[src/rtl/xip_pkg.sv]
package xip_pkg;
  localparam int ADDR_BYTES_MAX = 3;
  localparam int WORD_BYTES     = 4;
  localparam int ADDR_W         = 8 * ADDR_BYTES_MAX;
  localparam int WORD_W         = 8 * WORD_BYTES;
  localparam int SHIFT_W        = WORD_W;
  localparam int LANES          = 4;
  localparam int CNT_W          = $clog2(WORD_W + 1);

  typedef enum logic [2:0] {
    PH_IDLE, PH_CMD, PH_ADDR, PH_PAD, PH_DATA, PH_DONE
  } phase_e;

  // format register contents without the two unused bits [15:14]
  typedef struct packed {
    logic [7:0] padCode;
    logic [7:0] cmdCode;
    logic [1:0] dataProto;
    logic [1:0] addrProto;
    logic [1:0] cmdProto;
    logic [3:0] padCnt;
    logic [2:0] addrBytes;
    logic       cmdEn;
  } fmt_t;

  localparam fmt_t FMT_RESET = '{padCode: 8'h00, cmdCode: 8'h03, dataProto: 2'd0,
                                 addrProto: 2'd0, cmdProto: 2'd0, padCnt: 4'd0,
                                 addrBytes: 3'd3, cmdEn: 1'b1};

  // strobes from control to datapath
  typedef struct packed {
    logic       load;
    phase_e     phase;
    logic       shift;
    logic       capture;
    logic       drive;
    logic [1:0] proto;
    logic [7:0] cmdCode;
    logic [7:0] padCode;
    logic [1:0] addrN;
  } dp_ctl_t;

  function automatic int laneShift(input logic [1:0] proto);
    case (proto)
      2'd1:    return 1;
      2'd2:    return 2;
      default: return 0;
    endcase
  endfunction

  function automatic int addrCount(input fmt_t f);
    return (int'(f.addrBytes) > ADDR_BYTES_MAX) ? ADDR_BYTES_MAX : int'(f.addrBytes);
  endfunction
endpackage

[src/rtl/xip_ctrl.sv]
module xip_ctrl
  import xip_pkg::*;
#(
  parameter int          REG_AW   = 8,
  parameter logic [7:0]  CTRL_OFS = 8'h60,
  parameter logic [7:0]  FMT_OFS  = 8'h64
) (
  input  logic              clk,
  input  logic              rstN,
  input  logic              cfgWrEn,
  input  logic [REG_AW-1:0] cfgAddr,
  input  logic [31:0]       cfgWrData,
  input  logic              reqValid,
  output logic              reqReady,
  input  logic [ADDR_W-1:0] reqAddr,
  output logic              rspValid,
  output logic              rspErr,
  output logic [ADDR_W-1:0] addrUse,
  output dp_ctl_t           dpCtl,
  output logic              engCsN,
  output logic              engSck,
  output logic              swOwner
);
  phase_e            state;
  logic              half;
  logic [CNT_W-1:0]  cnt;
  logic              enReg;
  logic              errPulse;
  fmt_t              fmtReg, fmtLat, fmtUse;
  logic [ADDR_W-1:0] addrLat;
  phase_e            firstPh, nxtPh;
  logic              active;
  logic              unusedBits;

  assign unusedBits = ^cfgWrData[15:14];

  function automatic phase_e phaseAfter(input phase_e p, input fmt_t f);
    if (p == PH_IDLE && f.cmdEn) return PH_CMD;
    if ((p == PH_IDLE || p == PH_CMD) && addrCount(f) != 0) return PH_ADDR;
    if (p != PH_PAD && p != PH_DATA && f.padCnt != 4'd0) return PH_PAD;
    if (p == PH_DATA) return PH_DONE;
    return PH_DATA;
  endfunction

  function automatic logic [1:0] protoOf(input phase_e p, input fmt_t f);
    case (p)
      PH_CMD:          return f.cmdProto;
      PH_ADDR, PH_PAD: return f.addrProto;
      default:         return f.dataProto;
    endcase
  endfunction

  function automatic logic [CNT_W-1:0] beatsOf(input phase_e p, input fmt_t f);
    case (p)
      PH_CMD:  return CNT_W'(8 >> laneShift(f.cmdProto));
      PH_ADDR: return CNT_W'((8 * addrCount(f)) >> laneShift(f.addrProto));
      PH_PAD:  return CNT_W'(f.padCnt);
      default: return CNT_W'(WORD_W >> laneShift(f.dataProto));
    endcase
  endfunction

  assign firstPh = phaseAfter(PH_IDLE, fmtReg);
  assign nxtPh   = phaseAfter(state, fmtLat);
  assign active  = (state == PH_CMD) || (state == PH_ADDR) || (state == PH_PAD) || (state == PH_DATA);
  assign fmtUse  = (state == PH_IDLE) ? fmtReg : fmtLat;
  assign addrUse = (state == PH_IDLE) ? reqAddr : addrLat;

  always_ff @(posedge clk or negedge rstN) begin
    if (!rstN) begin
      state    <= PH_IDLE;
      half     <= 1'b0;
      cnt      <= '0;
      enReg    <= 1'b1;
      errPulse <= 1'b0;
      fmtReg   <= FMT_RESET;
      fmtLat   <= FMT_RESET;
      addrLat  <= '0;
    end else begin
      errPulse <= 1'b0;
      if (cfgWrEn && cfgAddr == CTRL_OFS) enReg <= cfgWrData[0];
      if (cfgWrEn && cfgAddr == FMT_OFS) fmtReg <= {cfgWrData[31:16], cfgWrData[13:0]};
      case (state)
        PH_IDLE: begin
          if (reqValid && enReg) begin
            state   <= firstPh;
            cnt     <= beatsOf(firstPh, fmtReg) - 1'b1;
            fmtLat  <= fmtReg;
            addrLat <= reqAddr;
            half    <= 1'b0;
          end else if (reqValid) begin
            errPulse <= 1'b1;
          end
        end
        PH_DONE: state <= PH_IDLE;
        default: begin
          if (!half) begin
            half <= 1'b1;
          end else begin
            half <= 1'b0;
            if (cnt != '0) begin
              cnt <= cnt - 1'b1;
            end else begin
              state <= nxtPh;
              cnt   <= beatsOf(nxtPh, fmtLat) - 1'b1;
            end
          end
        end
      endcase
    end
  end

  always_comb begin
    dpCtl.load    = (state == PH_IDLE && reqValid && enReg) || (active && half && cnt == '0);
    dpCtl.phase   = (state == PH_IDLE) ? firstPh : nxtPh;
    dpCtl.shift   = active && half && cnt != '0;
    dpCtl.capture = (state == PH_DATA) && half;
    dpCtl.drive   = (state == PH_CMD) || (state == PH_ADDR) || (state == PH_PAD);
    dpCtl.proto   = protoOf(state, fmtLat);
    dpCtl.cmdCode = fmtUse.cmdCode;
    dpCtl.padCode = fmtUse.padCode;
    dpCtl.addrN   = 2'(addrCount(fmtUse));
  end

  assign reqReady = (state == PH_IDLE);
  assign rspValid = (state == PH_DONE) || errPulse;
  assign rspErr   = errPulse;
  assign engCsN   = !active;
  assign engSck   = active && half;
  assign swOwner  = !enReg && (state == PH_IDLE);
endmodule

[src/rtl/xip_datapath.sv]
module xip_datapath
  import xip_pkg::*;
(
  input  logic              clk,
  input  logic              rstN,
  input  dp_ctl_t           dpCtl,
  input  logic [ADDR_W-1:0] addr,
  input  logic [LANES-1:0]  dqIn,
  output logic [LANES-1:0]  dqOut,
  output logic [LANES-1:0]  dqOe,
  output logic [WORD_W-1:0] rxWord
);
  logic [SHIFT_W-1:0] tx;
  logic [WORD_W-1:0]  rx;
  logic [WORD_W-1:0]  sample;
  int                 laneW;

  assign laneW = 1 << laneShift(dpCtl.proto);

  always_comb begin
    case (laneShift(dpCtl.proto))
      1: begin
        sample = WORD_W'(dqIn[1:0]);
        dqOut  = {2'b00, tx[SHIFT_W-1 -: 2]};
        dqOe   = 4'b0011;
      end
      2: begin
        sample = WORD_W'(dqIn);
        dqOut  = tx[SHIFT_W-1 -: 4];
        dqOe   = 4'b1111;
      end
      default: begin
        sample = WORD_W'(dqIn[1]);
        dqOut  = {3'b000, tx[SHIFT_W-1]};
        dqOe   = 4'b0001;
      end
    endcase
    if (!dpCtl.drive) dqOe = '0;
  end

  always_ff @(posedge clk or negedge rstN) begin
    if (!rstN) begin
      tx <= '0;
      rx <= '0;
    end else begin
      if (dpCtl.load) begin
        case (dpCtl.phase)
          PH_CMD:  tx <= {dpCtl.cmdCode, (SHIFT_W-8)'(0)};
          PH_ADDR: tx <= {addr, (SHIFT_W-ADDR_W)'(0)} << (8 * (ADDR_BYTES_MAX - int'(dpCtl.addrN)));
          PH_PAD:  tx <= {dpCtl.padCode, (SHIFT_W-8)'(0)};
          default: tx <= tx;
        endcase
      end else if (dpCtl.shift) begin
        tx <= tx << laneW;
      end
      if (dpCtl.capture) rx <= (rx << laneW) | sample;
    end
  end

  // first byte on the wire becomes the least significant byte
  for (genvar b = 0; b < WORD_BYTES; b++) begin : g_swap
    assign rxWord[8*b +: 8] = rx[WORD_W-8*(b+1) +: 8];
  end
endmodule

[src/rtl/xip_read_seq.sv]
module xip_read_seq
  import xip_pkg::*;
#(
  parameter int         REG_AW   = 8,
  parameter logic [7:0] CTRL_OFS = 8'h60,
  parameter logic [7:0] FMT_OFS  = 8'h64
) (
  input  logic              clk,
  input  logic              rstN,
  input  logic              cfgWrEn,
  input  logic [REG_AW-1:0] cfgAddr,
  input  logic [31:0]       cfgWrData,
  input  logic              reqValid,
  output logic              reqReady,
  input  logic [ADDR_W-1:0] reqAddr,
  output logic              rspValid,
  output logic              rspErr,
  output logic [WORD_W-1:0] rspData,
  output logic              swOwner,
  input  logic              swCsN,
  input  logic              swSck,
  input  logic [LANES-1:0]  swDq,
  input  logic [LANES-1:0]  swDqOe,
  output logic              csN,
  output logic              sck,
  output logic [LANES-1:0]  dqOut,
  output logic [LANES-1:0]  dqOe,
  input  logic [LANES-1:0]  dqIn
);
  dp_ctl_t           dpCtl;
  logic [ADDR_W-1:0] addrUse;
  logic              engCsN, engSck;
  logic [LANES-1:0]  engDq, engOe;

  xip_ctrl #(.REG_AW(REG_AW), .CTRL_OFS(CTRL_OFS), .FMT_OFS(FMT_OFS)) u_ctrl (
    .clk(clk), .rstN(rstN), .cfgWrEn(cfgWrEn), .cfgAddr(cfgAddr), .cfgWrData(cfgWrData),
    .reqValid(reqValid), .reqReady(reqReady), .reqAddr(reqAddr),
    .rspValid(rspValid), .rspErr(rspErr), .addrUse(addrUse), .dpCtl(dpCtl),
    .engCsN(engCsN), .engSck(engSck), .swOwner(swOwner)
  );

  xip_datapath u_dp (
    .clk(clk), .rstN(rstN), .dpCtl(dpCtl), .addr(addrUse), .dqIn(dqIn),
    .dqOut(engDq), .dqOe(engOe), .rxWord(rspData)
  );

  assign csN   = swOwner ? swCsN  : engCsN;
  assign sck   = swOwner ? swSck  : engSck;
  assign dqOut = swOwner ? swDq   : engDq;
  assign dqOe  = swOwner ? swDqOe : engOe;
endmodule

[config.mk]
export PLATFORM = sky130hd
export DESIGN_NAME = xip_read_seq
export DESIGN_NICKNAME = d
export VERILOG_FILES = /design/src/rtl/xip_pkg.sv /design/src/rtl/xip_ctrl.sv /design/src/rtl/xip_datapath.sv /design/src/rtl/xip_read_seq.sv
export SDC_FILE = /design/constraint.sdc
export NUM_CORES = 1
export LEC_CHECK = 0
export BUFFER_PORTS_ARGS = -buffer_cell sky130_fd_sc_hd__buf_4
export CAP_MARGIN = 25
export CORE_MARGIN = 1
export CORE_UTILIZATION = 55
export DETAILED_ROUTE_END_ITERATION = 8
export PLACE_DENSITY = 0.76
export SLEW_MARGIN = 10
export SYNTH_ARGS = -nofsm -noshare
export SYNTH_HDL_FRONTEND = slang
export SYNTH_SLANG_ARGS = --single-unit
[constraint.sdc]
create_clock -name clk -period 4.24 [get_ports clk]
set_clock_uncertainty 0.15 [all_clocks]
set_input_delay 0.424 -clock clk [delete_from_list [all_inputs] [get_ports clk]]
set_output_delay 0.424 -clock clk [all_outputs]
set_load 0.005 [all_outputs]
== Word level (Yosys, flattened, before mapping) ==
Index checks and enable logic that the tools add are counted.
W data, S select, Z words.
Operators by class
  bitwise logic cells: 2
  divide/modulo/power cells: 0
  equal/unequal tests: 37
  multiplexer cells: 97
  $lt $le $gt $ge: 3
  shifts and indexed selects: 10
  add/subtract/negate cells: 4
  reduce and logical (&&, ||, !) cells: 41
  multipliers: 0
Operators by type and width (count)
  $mux W32: 23
  $pmux W32 S3: 1
  $shl A32 B32 Y32: 3
  $reduce_bool A32 Y1: 2
  $shr A32 B32 Y6: 2
  $shr A4 B32 Y6 const A: 2
  $shr A6 B32 Y6 const A: 2
  $mux W3: 20
  $mux W6: 8
  $pmux W6 S3: 2
  $or A32 B4 Y32: 1
  $pmux W2 S2: 8
  $shl A1 B2 Y32 const A: 1
  $mux W30: 1
  $eq A3 B2 Y1 const B: 8
  $mux W24: 1
  $pmux W4 S2: 3
  $mux W1: 23
  $sub A6 B1 Y6 const B: 3
  $eq A2 B1 Y1 const B: 8
  $eq A2 B2 Y1 const B: 8
  $eq A8 B7 Y1 const B: 2
  $logic_and A1 B1 Y1: 14
  $eq A3 B1 Y1 const B: 4
  25 further kinds: 44
Word-level totals
  bits in writable memories: 0
  output and inout bits: 46
  bits in latches: 0
  input bits: 82
  ROM bits: 0
  bits in registers: 160
  word-level logic and storage cells: 218
  memories kept: 0

== Logic depth before layout (Yosys ltp) ==
Gate-level depths: netlist of the first run.
  depth after elaboration: 30
  mapped depth: 17
  mapped depth without buffers: 14

== Modules after synthesis ==
From an unflattened synthesis of the first run, not the netlist that was laid out.
Second synthesis, totals
  cells, all modules: 1164
  area total of the unflattened synthesis: 11049.3 sq um
By module, submodules not included
  xip_datapath: cells each 619, sequential area each 1601.5 sq um, area each 5688.0 sq um, instances 1
  xip_ctrl: cells each 534, sequential area each 2416.1 sq um, area each 5200.0 sq um, instances 1
  xip_read_seq: cells each 11, sequential area each 0.0 sq um, area each 161.4 sq um, instances 1

== Worst setup path before layout of the first run ==
OpenSTA, ideal clock, no wires.
  kind: register -> output
  from: reg u_ctrl.state[0]
  to: out dqOut[0]
  buffers on the path: 5
  data required time: 3666 ps
  stages on the path, launching flop included: 17
  arrival: 3060 ps
  path slack: 606 ps
  cell sequence: dfrtp_1 clkbuf_1 inv_1 nor2_1 a22oi_1 nor2_1 a21oi_1 inv_1 ha_1 clkbuf_1 clkbuf_1 buf_1 clkbuf_1 a22oi_1 nor2_1 a21oi_1 o21ai_0
Between the ends
  cells in the longest elaborated chain, start to end: 8
  elaborated cells between the ends (all ways): 14
  classes of those cells: eq/ne: 7; mux: 4; reduce/logical: 3
RTL lines
  start: declaration: line xip_ctrl.sv:24  | phase_e state;
  start signal: assignment: line xip_ctrl.sv:85  | state <= firstPh;
  start signal: assignment: line xip_ctrl.sv:103  | state <= nxtPh;
  $eq A3 B2 Y1: line xip_ctrl.sv:46  | case (p)
  $reduce_or A2 Y1: line xip_ctrl.sv:46
  $pmux W2 S2: line xip_ctrl.sv:46
  $eq A2 B2 Y1 / $eq A2 B1 Y1 (equally long branches): line xip_pkg.sv:44  | case (proto)
  $pmux W2 S2: line xip_pkg.sv:44
  $eq A2 B2 Y1 / $eq A2 B1 Y1 (equally long branches): line xip_datapath.sv:21  | case (laneShift(dpCtl.proto))
  $pmux W4 S2: line xip_datapath.sv:21
  $mux W4 *: line xip_read_seq.sv:49  | assign dqOut = swOwner ? swDq : engDq;
  end: declaration: line xip_read_seq.sv:26  | output logic [LANES-1:0] dqOut,
Mark *: on every way between the ends. The rest lies on a longest branch, timed or not.

== Worst setup path after layout of the first run ==
  from: reg u_ctrl.state[0]
  to: out dqOut[2]
Same word-level chain as after synthesis.

==> results.json, run 1 <==
{
  "post_dp_cell_area_sq_mm": 0.01202,
  "netlist_area_sq_mm": 0.01077,
  "yosys_warnings": 0,
  "irDropWorstVdd_mv": 0.3010,
  "drc_errors": 0,
  "cp_max_fo": 30,
  "design_area_sq_mm": 0.01266,
  "fin_crit_ns": 3.921,
  "postCtsHoldBufs": 1,
  "r2r_setup_slack_ns": 0.53,
  "cp_common_cell": "buf_4",
  "yosysMostFrequentCell": "nand2_1",
  "fill_cells": 1513,
  "syn_inst": 1175,
  "fmax_mhz": 255.0,
  "reg2reg_depth": 11,
  "cellLeakagePower_nw": 5.735,
  "path_cells": "buf_4 > or2_1 > nand2b_1 > a21oi_1 > ha_4 > inv_2 > nor2_1 > nand2_1 > o21ai_0 > buf_4",
  "synth_edf_count": 0,
  "fin_tns_setup_ns": 0,
  "synth_fp_nets": 1271,
  "fin_util": 0.6677,
  "dp_hpwl_mm": 20.36,
  "grt_usage": 0.2970,
  "swShare": 0.2598,
  "reg2reg_to": "u_dp.rx[8]",
  "n_antenna_cell": 0,
  "end_kind": "primary output",
  "crit_required_ns": 3.67,
  "total_power_mw": 3.383,
  "power-per-cell-area_mw_per_mm2": 267.3,
  "finalHoldViolations": 0,
  "clock_latency_ns": 0.44,
  "syn-mean-instance-area_sq_um": 9.165,
  "synthTopCellsByArea": "dfrtp_1 35%, mux2_2 9.9%, mux2i_1 8.6%, nand2_1 7.0%, mux4_2 5.9%",
  "top_layer_used": "met4",
  "placementRows": 50,
  "cts_root_buf": "clkbuf_16",
  "place_congestion": 0.9219,
  "slew_viol_final": 0,
  "worst_ep_arrival_time_ns": 3.35,
  "dieHeight_microns": 141.9,
  "status": "finished clean",
  "crit_path_start_kind": "flop",
  "ys_types": 68,
  "clock-sinks": 160,
  "hold_depth": 2,
  "htreeDepth": 4,
  "met1_length_mm": 12.44,
  "clkTransAtPathRegs_ns": 0.08,
  "routed_wl_mm": 28.90,
  "syn_to_final_growth_pct": 17.53,
  "slew_headroom": 0.2660,
  "viasPerCell": 6.228,
  "numCtsBuffers": 17,
  "tightest_slew_ns": 1.094,
  "critPathLaunch": "u_ctrl.state[0]",
  "rsz0062_at_grt": "no",
  "crit_type": "flop to primary output",
  "seq_area_frac_synth": 0.3731,
  "num_io_pins": 128,
  "crit_end": "dqOut[2]",
  "io_buffers": 125,
  "hold_path.class": "input pin to flop",
  "drive_above_1_share": 0.2660,
  "wl_met2_mm": 13.65,
  "switchingPower_mw": 0.8790,
  "nets": 1361,
  "chipWidth_microns": 141.9,
  "final.period_utilization": 0.9248,
  "setup_viol": 0,
  "combPwrFrac": 0.060,
  "cts_tree": "yes",
  "intPower_mw": 2.504,
  "post_cts_buffers": 0,
  "cts_resized": 0,
  "die-area_sq_mm": 0.02014,
  "wl_met3_mm": 2.089,
  "seqPwrFrac": 0.467,
  "wl_per_cell_microns": 18.79,
  "drt_pre_antenna_iters": 5,
  "r2r-start": "u_ctrl.state[0]",
  "synth_top_area_frac": 0.3462,
  "synthFlopType": "dfrtp_1",
  "antenna_found_initial": 0,
  "drtIter0Drc": 1063,
  "initial_core_util": 0.5681,
  "grt_pass1_vias": 8991,
  "ys_seq_elements": 160,
  "synthTopCellsByCount": "202 x nand2_1, 149 x dfrtp_1, 105 x o21ai_0",
  "final_antenna_net_count": 0,
  "cts_max_path_buffers": 2,
  "grt_max_degree": 93,
  "core-area_sq_mm": 0.01896,
  "critPathMaxStageDelay_ns": 0.47,
  "power_frac_clock": 0.473,
  "overflow": 0,
  "vias": 9578,
  "synth_area_leader_cell": "dfrtp_1",
  "cap_violations": 0,
  "async_reset_ff_frac": 1.000,
  "grt_pass1_wl_mm": 46.98,
  "crit_slowest_cell": "ha_4"
}
registers in the layout (all words and copies together), names as in the netlist:
signal	cells
u_dp.rx	32
u_ctrl.cnt	6
u_ctrl.fmtReg	30
u_ctrl.half	1
u_ctrl.fmtLat	30
u_ctrl.addrLat	24
u_ctrl.state	3
u_dp.tx	32
u_ctrl.enReg	1
u_ctrl.rspErr	1
cell families (layout without fill, tap and decap cells):
| kind of cell | count (synthesis) | count (layout) | synth area share |
|---|---|---|---|
| compound gates | 296 | 296 | 0.1708 |
| fa+ha+maj | 14 | 14 | 0.01627 |
| xor+xnor | 2 | 2 | 0.001627 |
| mux | 215 | 215 | 0.2434 |
| buf+inv | 108 | 211 | 0.03915 |
| simple gates | 380 | 380 | 0.1557 |
| flops | 160 | 160 | 0.3731 |
worst min-delay path by stage:
stage,end,startpoint,slack [ns]
2_1_floorplan,u_ctrl.addrLat[0],rstN,-0.02
3_3_place_gp,u_dp.rx[31],u_dp.rx[31],0.32
3_5_place_dp,u_dp.rx[31],u_dp.rx[31],0.33
4_1_cts,u_ctrl.fmtReg[17],cfgWrData[19],0.05
5_1_grt,u_ctrl.fmtReg[17],cfgWrData[19],0.05
6_report,u_ctrl.fmtReg[17],cfgWrData[19],0.06
cell type report:
cell class                 instances  area, sq um  share of cell area
inverter                          21        78.83            0.006228
timing repair buffer             158         1255             0.09915
sequential                       160         4018              0.3174
clock inverter                    15        181.4             0.01433
clock buffer                      17        425.4             0.03361
tap                              260        325.3             0.02570
multi-input combinational        907         6374              0.5036
layout by cell type (no fill, tap or decap), types with 9 or more instances in the layout:
| master | instances |
|---|---|
| a32oi_1 | 11 |
| dfstp_2 | 11 |
| o21ai_0 | 105 |
| nand2_1 | 202 |
| a21oi_1 | 67 |
| ha_1 | 12 |
| inv_1 | 19 |
| nor2b_1 | 15 |
| dfrtp_1 | 149 |
| mux4_2 | 28 |
| nor2_1 | 87 |
| mux2_2 | 95 |
| mux2i_1 | 91 |
| clkbuf_16 | 17 |
| nor3_1 | 14 |
| a31oi_1 | 14 |
| o31ai_1 | 15 |
| o211ai_1 | 9 |
| buf_4 | 151 |
| nand3_1 | 11 |
| a211oi_1 | 11 |
critical path, delay by kind of cell, from the launching register on:
kind | cells | cell delay (ns)
flops | 1 | 0.45
simple gates | 4 | 0.83
buf+inv | 3 | 0.62
compound gates | 2 | 0.52
fa+ha+maj | 1 | 0.47
power groups by stage:
stage	registers, mW	clock network, mW	logic [mW]
final	1.58	1.60	0.203
after global routing	1.58	1.68	0.223
after floorplan	1.60	0	0.0780
after CTS	1.58	1.62	0.204
after global placement	1.61	0	0.196
after detailed placement	1.61	0	0.202
routing by layer:
metal | track usage | vias up
li1 | - | 4459
met1 | 0.4081 | 4596
met2 | 0.4802 | 460
met3 | 0.04273 | 63
met4 | 0.1075 | 0
met5 | 0 | -
stage by stage:
| stage | instances | hold slack, ns | setup slack (ns) |
|---|---|---|---|
| 2_1_floorplan | 1175 | -0.02159 | 0.6058 |
| 3_3_place_gp | 1504 | 0.3194 | 0.5679 |
| 3_5_place_dp | 1504 | 0.3270 | 0.5323 |
| 4_1_cts | 1537 | 0.05307 | 0.3618 |
| 5_1_grt | 1538 | 0.05235 | 0.1980 |
| 6_report | 1538 | 0.05681 | 0.3190 |
(Power assumes the default switching activity.)
==> run 2: changes to the inputs <==
- REMOVE_ABC_BUFFERS: not set -> 1
==> run 2 against run 1 <==
Worst hold slack improved by 0.0057 ns. Total power barely moved. Sequential power barely moved. Routed wire length rose by 0.13%. Cell count barely moved. Sequential share of layout area barely moved. Highest routed layer unchanged.
==> results.json, run 2 (synthesis gave the netlist of run 1 again) <==
{
  "rsz0062_at_grt": "no",
  "cp_max_fo": 39,
  "routed_wl_mm": 28.94,
  "place_inst": 1501,
  "final.period_utilization": 0.8761,
  "path_cells": "inv_1 > nor2_1 > a22oi_1 > nor2_1 > a21oi_1 > ha_4 > buf_12 > nor2_1 > nand2_1 > o21ai_0 > buf_4",
  "fill_cells": 1536,
  "power-per-cell-area_mw_per_mm2": 267.6,
  "chipWidth_microns": 141.9,
  "tightest_slew_ns": 0.8968,
  "drive_above_1_share": 0.2655,
  "design_area_sq_mm": 0.01264,
  "drtIter0Drc": 1064,
  "slew_viol_final": 0,
  "nets": 1360,
  "reg2reg_depth": 12,
  "critPathLaunch": "u_ctrl.state[0]",
  "syn_to_final_growth_pct": 17.39,
  "slew_headroom": 0.4007,
  "cap_violations": 0,
  "cts_tree": "yes",
  "status": "finished clean",
  "grt_pass1_vias": 9070,
  "finalHoldViolations": 0,
  "post_dp_cell_area_sq_mm": 0.01197,
  "r2r_setup_slack_ns": 0.70,
  "critPathMaxStageDelay_ns": 0.40,
  "drt_pre_antenna_iters": 5,
  "largestRegisters": "u_dp.rx (32), u_dp.tx (32)",
  "crit_required_ns": 3.67,
  "cts_max_path_buffers": 2,
  "fmax_mhz": 269.2,
  "worst_path_dominant_cell_family": "compound AO/OA/AOI/OAI gates",
  "clock-sinks": 160,
  "post_cts_buffers": 0,
  "dieHeight_microns": 141.9,
  "overflow": 0,
  "setup_viol": 0,
  "cts_resized": 0,
  "vias": 9580,
  "wl_per_cell_microns": 18.83,
  "hold_depth": 2,
  "mostFrequentLayoutCells": "202 x nand2_1, 151 x buf_4, 149 x dfrtp_1",
  "cellLeakagePower_nw": 5.724,
  "cts_root_buf": "clkbuf_16",
  "grt_max_degree": 105,
  "grt_pass1_wl_mm": 46.47,
  "fin_crit_ns": 3.715,
  "min_to": "u_ctrl.fmtReg[19]",
  "placementRows": 50,
  "hold_path.class": "input pin to flop",
  "final_antenna_net_count": 0,
  "n_antenna_cell": 0,
  "antenna_found_initial": 0,
  "initial_core_util": 0.5681,
  "worst_ep_arrival_time_ns": 3.14,
  "cp_common_cell": "nor2_1",
  "core-area_sq_mm": 0.01896,
  "critical_path_buf_inv_count": 3,
  "crit_type": "flop to primary output",
  "final_cell_count_no_fill": 1537,
  "crit_path_start_kind": "flop",
  "clock_latency_ns": 0.44,
  "irDropWorstVdd_mv": 0.2850,
  "io_buffers": 125,
  "numCtsBuffers": 17,
  "dp_hpwl_mm": 20.11,
  "drc_errors": 0,
  "grt_usage": 0.2928,
  "viasPerCell": 6.233,
  "postCtsHoldBufs": 0,
  "place_congestion": 0.9896,
  "end_kind": "primary output",
  "crit_slowest_cell": "dfrtp_1",
  "num_io_pins": 128,
  "clkTransAtPathRegs_ns": 0.07,
  "htreeDepth": 4,
  "die-area_sq_mm": 0.02014,
  "final_common_cell": "nand2_1",
  "hp-start": "cfgWrData[21]",
  "r2r-start": "u_ctrl.state[0]",
  "reg2reg_to": "u_dp.tx[26]"
}
## run 2: changes by cell type in the layout (fill, tap and decap cells not counted)
| cell | before | now |
|---|---|---|
| clkinv_4 | 1 | 2 |
| clkinv_2 | 0 | 1 |
| buf_12 | 5 | 3 |
| inv_6 | 4 | 6 |
| buf_16 | 0 | 1 |
| inv_8 | 6 | 2 |
| bufinv_16 | 1 | 2 |
| clkbuf_8 | 0 | 1 |
| clkinv_8 | 2 | 0 |
## run 2: metal layers
| layer | up-vias | share of wire | track usage |
|---|---|---|---|
| met3 | 54 | 0.065 | 0.04677 |
| met4 | 0 | 0.023 | 0.09168 |
| li1 | 4473 | - | - |
| met5 | - | 0 | 0 |
| met1 | 4649 | 0.43 | 0.3997 |
| met2 | 404 | 0.48 | 0.4794 |
## run 2: worst max path at each step
| stage | to | slack, ns | depth (start not counted) |
|---|---|---|---|
| finish | dqOut[3] | 0.53 | 11 |
| global route | dqOut[3] | 0.39 | 11 |
| CTS | dqOut[3] | 0.54 | 11 |
| detailed placement | u_dp.tx[29] | 0.77 | 8 |
| global placement | u_dp.tx[31] | 0.80 | 8 |
| floorplan | u_dp.tx[1] | -2.58 | 5 |
## run 2: final cells by class
| cell class | instances | area, sq um | area share |
|---|---|---|---|
| clock buffer | 18 | 439.2 | 0.03474 |
| clock inverter | 14 | 165.2 | 0.01306 |
| inverter | 21 | 78.83 | 0.006235 |
| multi-input combinational | 907 | 6374 | 0.5042 |
| sequential | 160 | 4018 | 0.3178 |
| tap | 260 | 325.3 | 0.02573 |
| timing repair buffer | 157 | 1242 | 0.09828 |
## run 2: stage by stage
step	utilization	hold slack (ns)	setup TNS [ns]	power [mW]	setup WS, ns
floorplan	-	-0.02159	-136.91	1.673	-2.579
global placement	0.6316	0.3163	0	1.805	0.7983
detailed placement	0.6316	0.3221	0	1.810	0.7733
CTS	0.6635	0.0001040	0	3.395	0.5440
global route	0.6669	0.06323	0	3.475	0.3947
finish	0.6669	0.06256	0	3.383	0.5254
## run 2: report_power, final
part / switching, mW / internal [mW]
logic: 0.102 / 0.106
registers: 0.0314 / 1.55
clock network: 0.691 / 0.903
## run 2: worst register-to-register path, delay by kind of cell, from the launching register on
kind | cells | cell delay, ns
buffers and inverters | 2 | 0.41
flip-flops | 1 | 0.40
AO/OA/AOI/OAI | 4 | 0.83
AND/OR/NAND/NOR | 3 | 0.32
adder cells (fa/ha/maj) | 1 | 0.49
multiplexers | 2 | 0.80
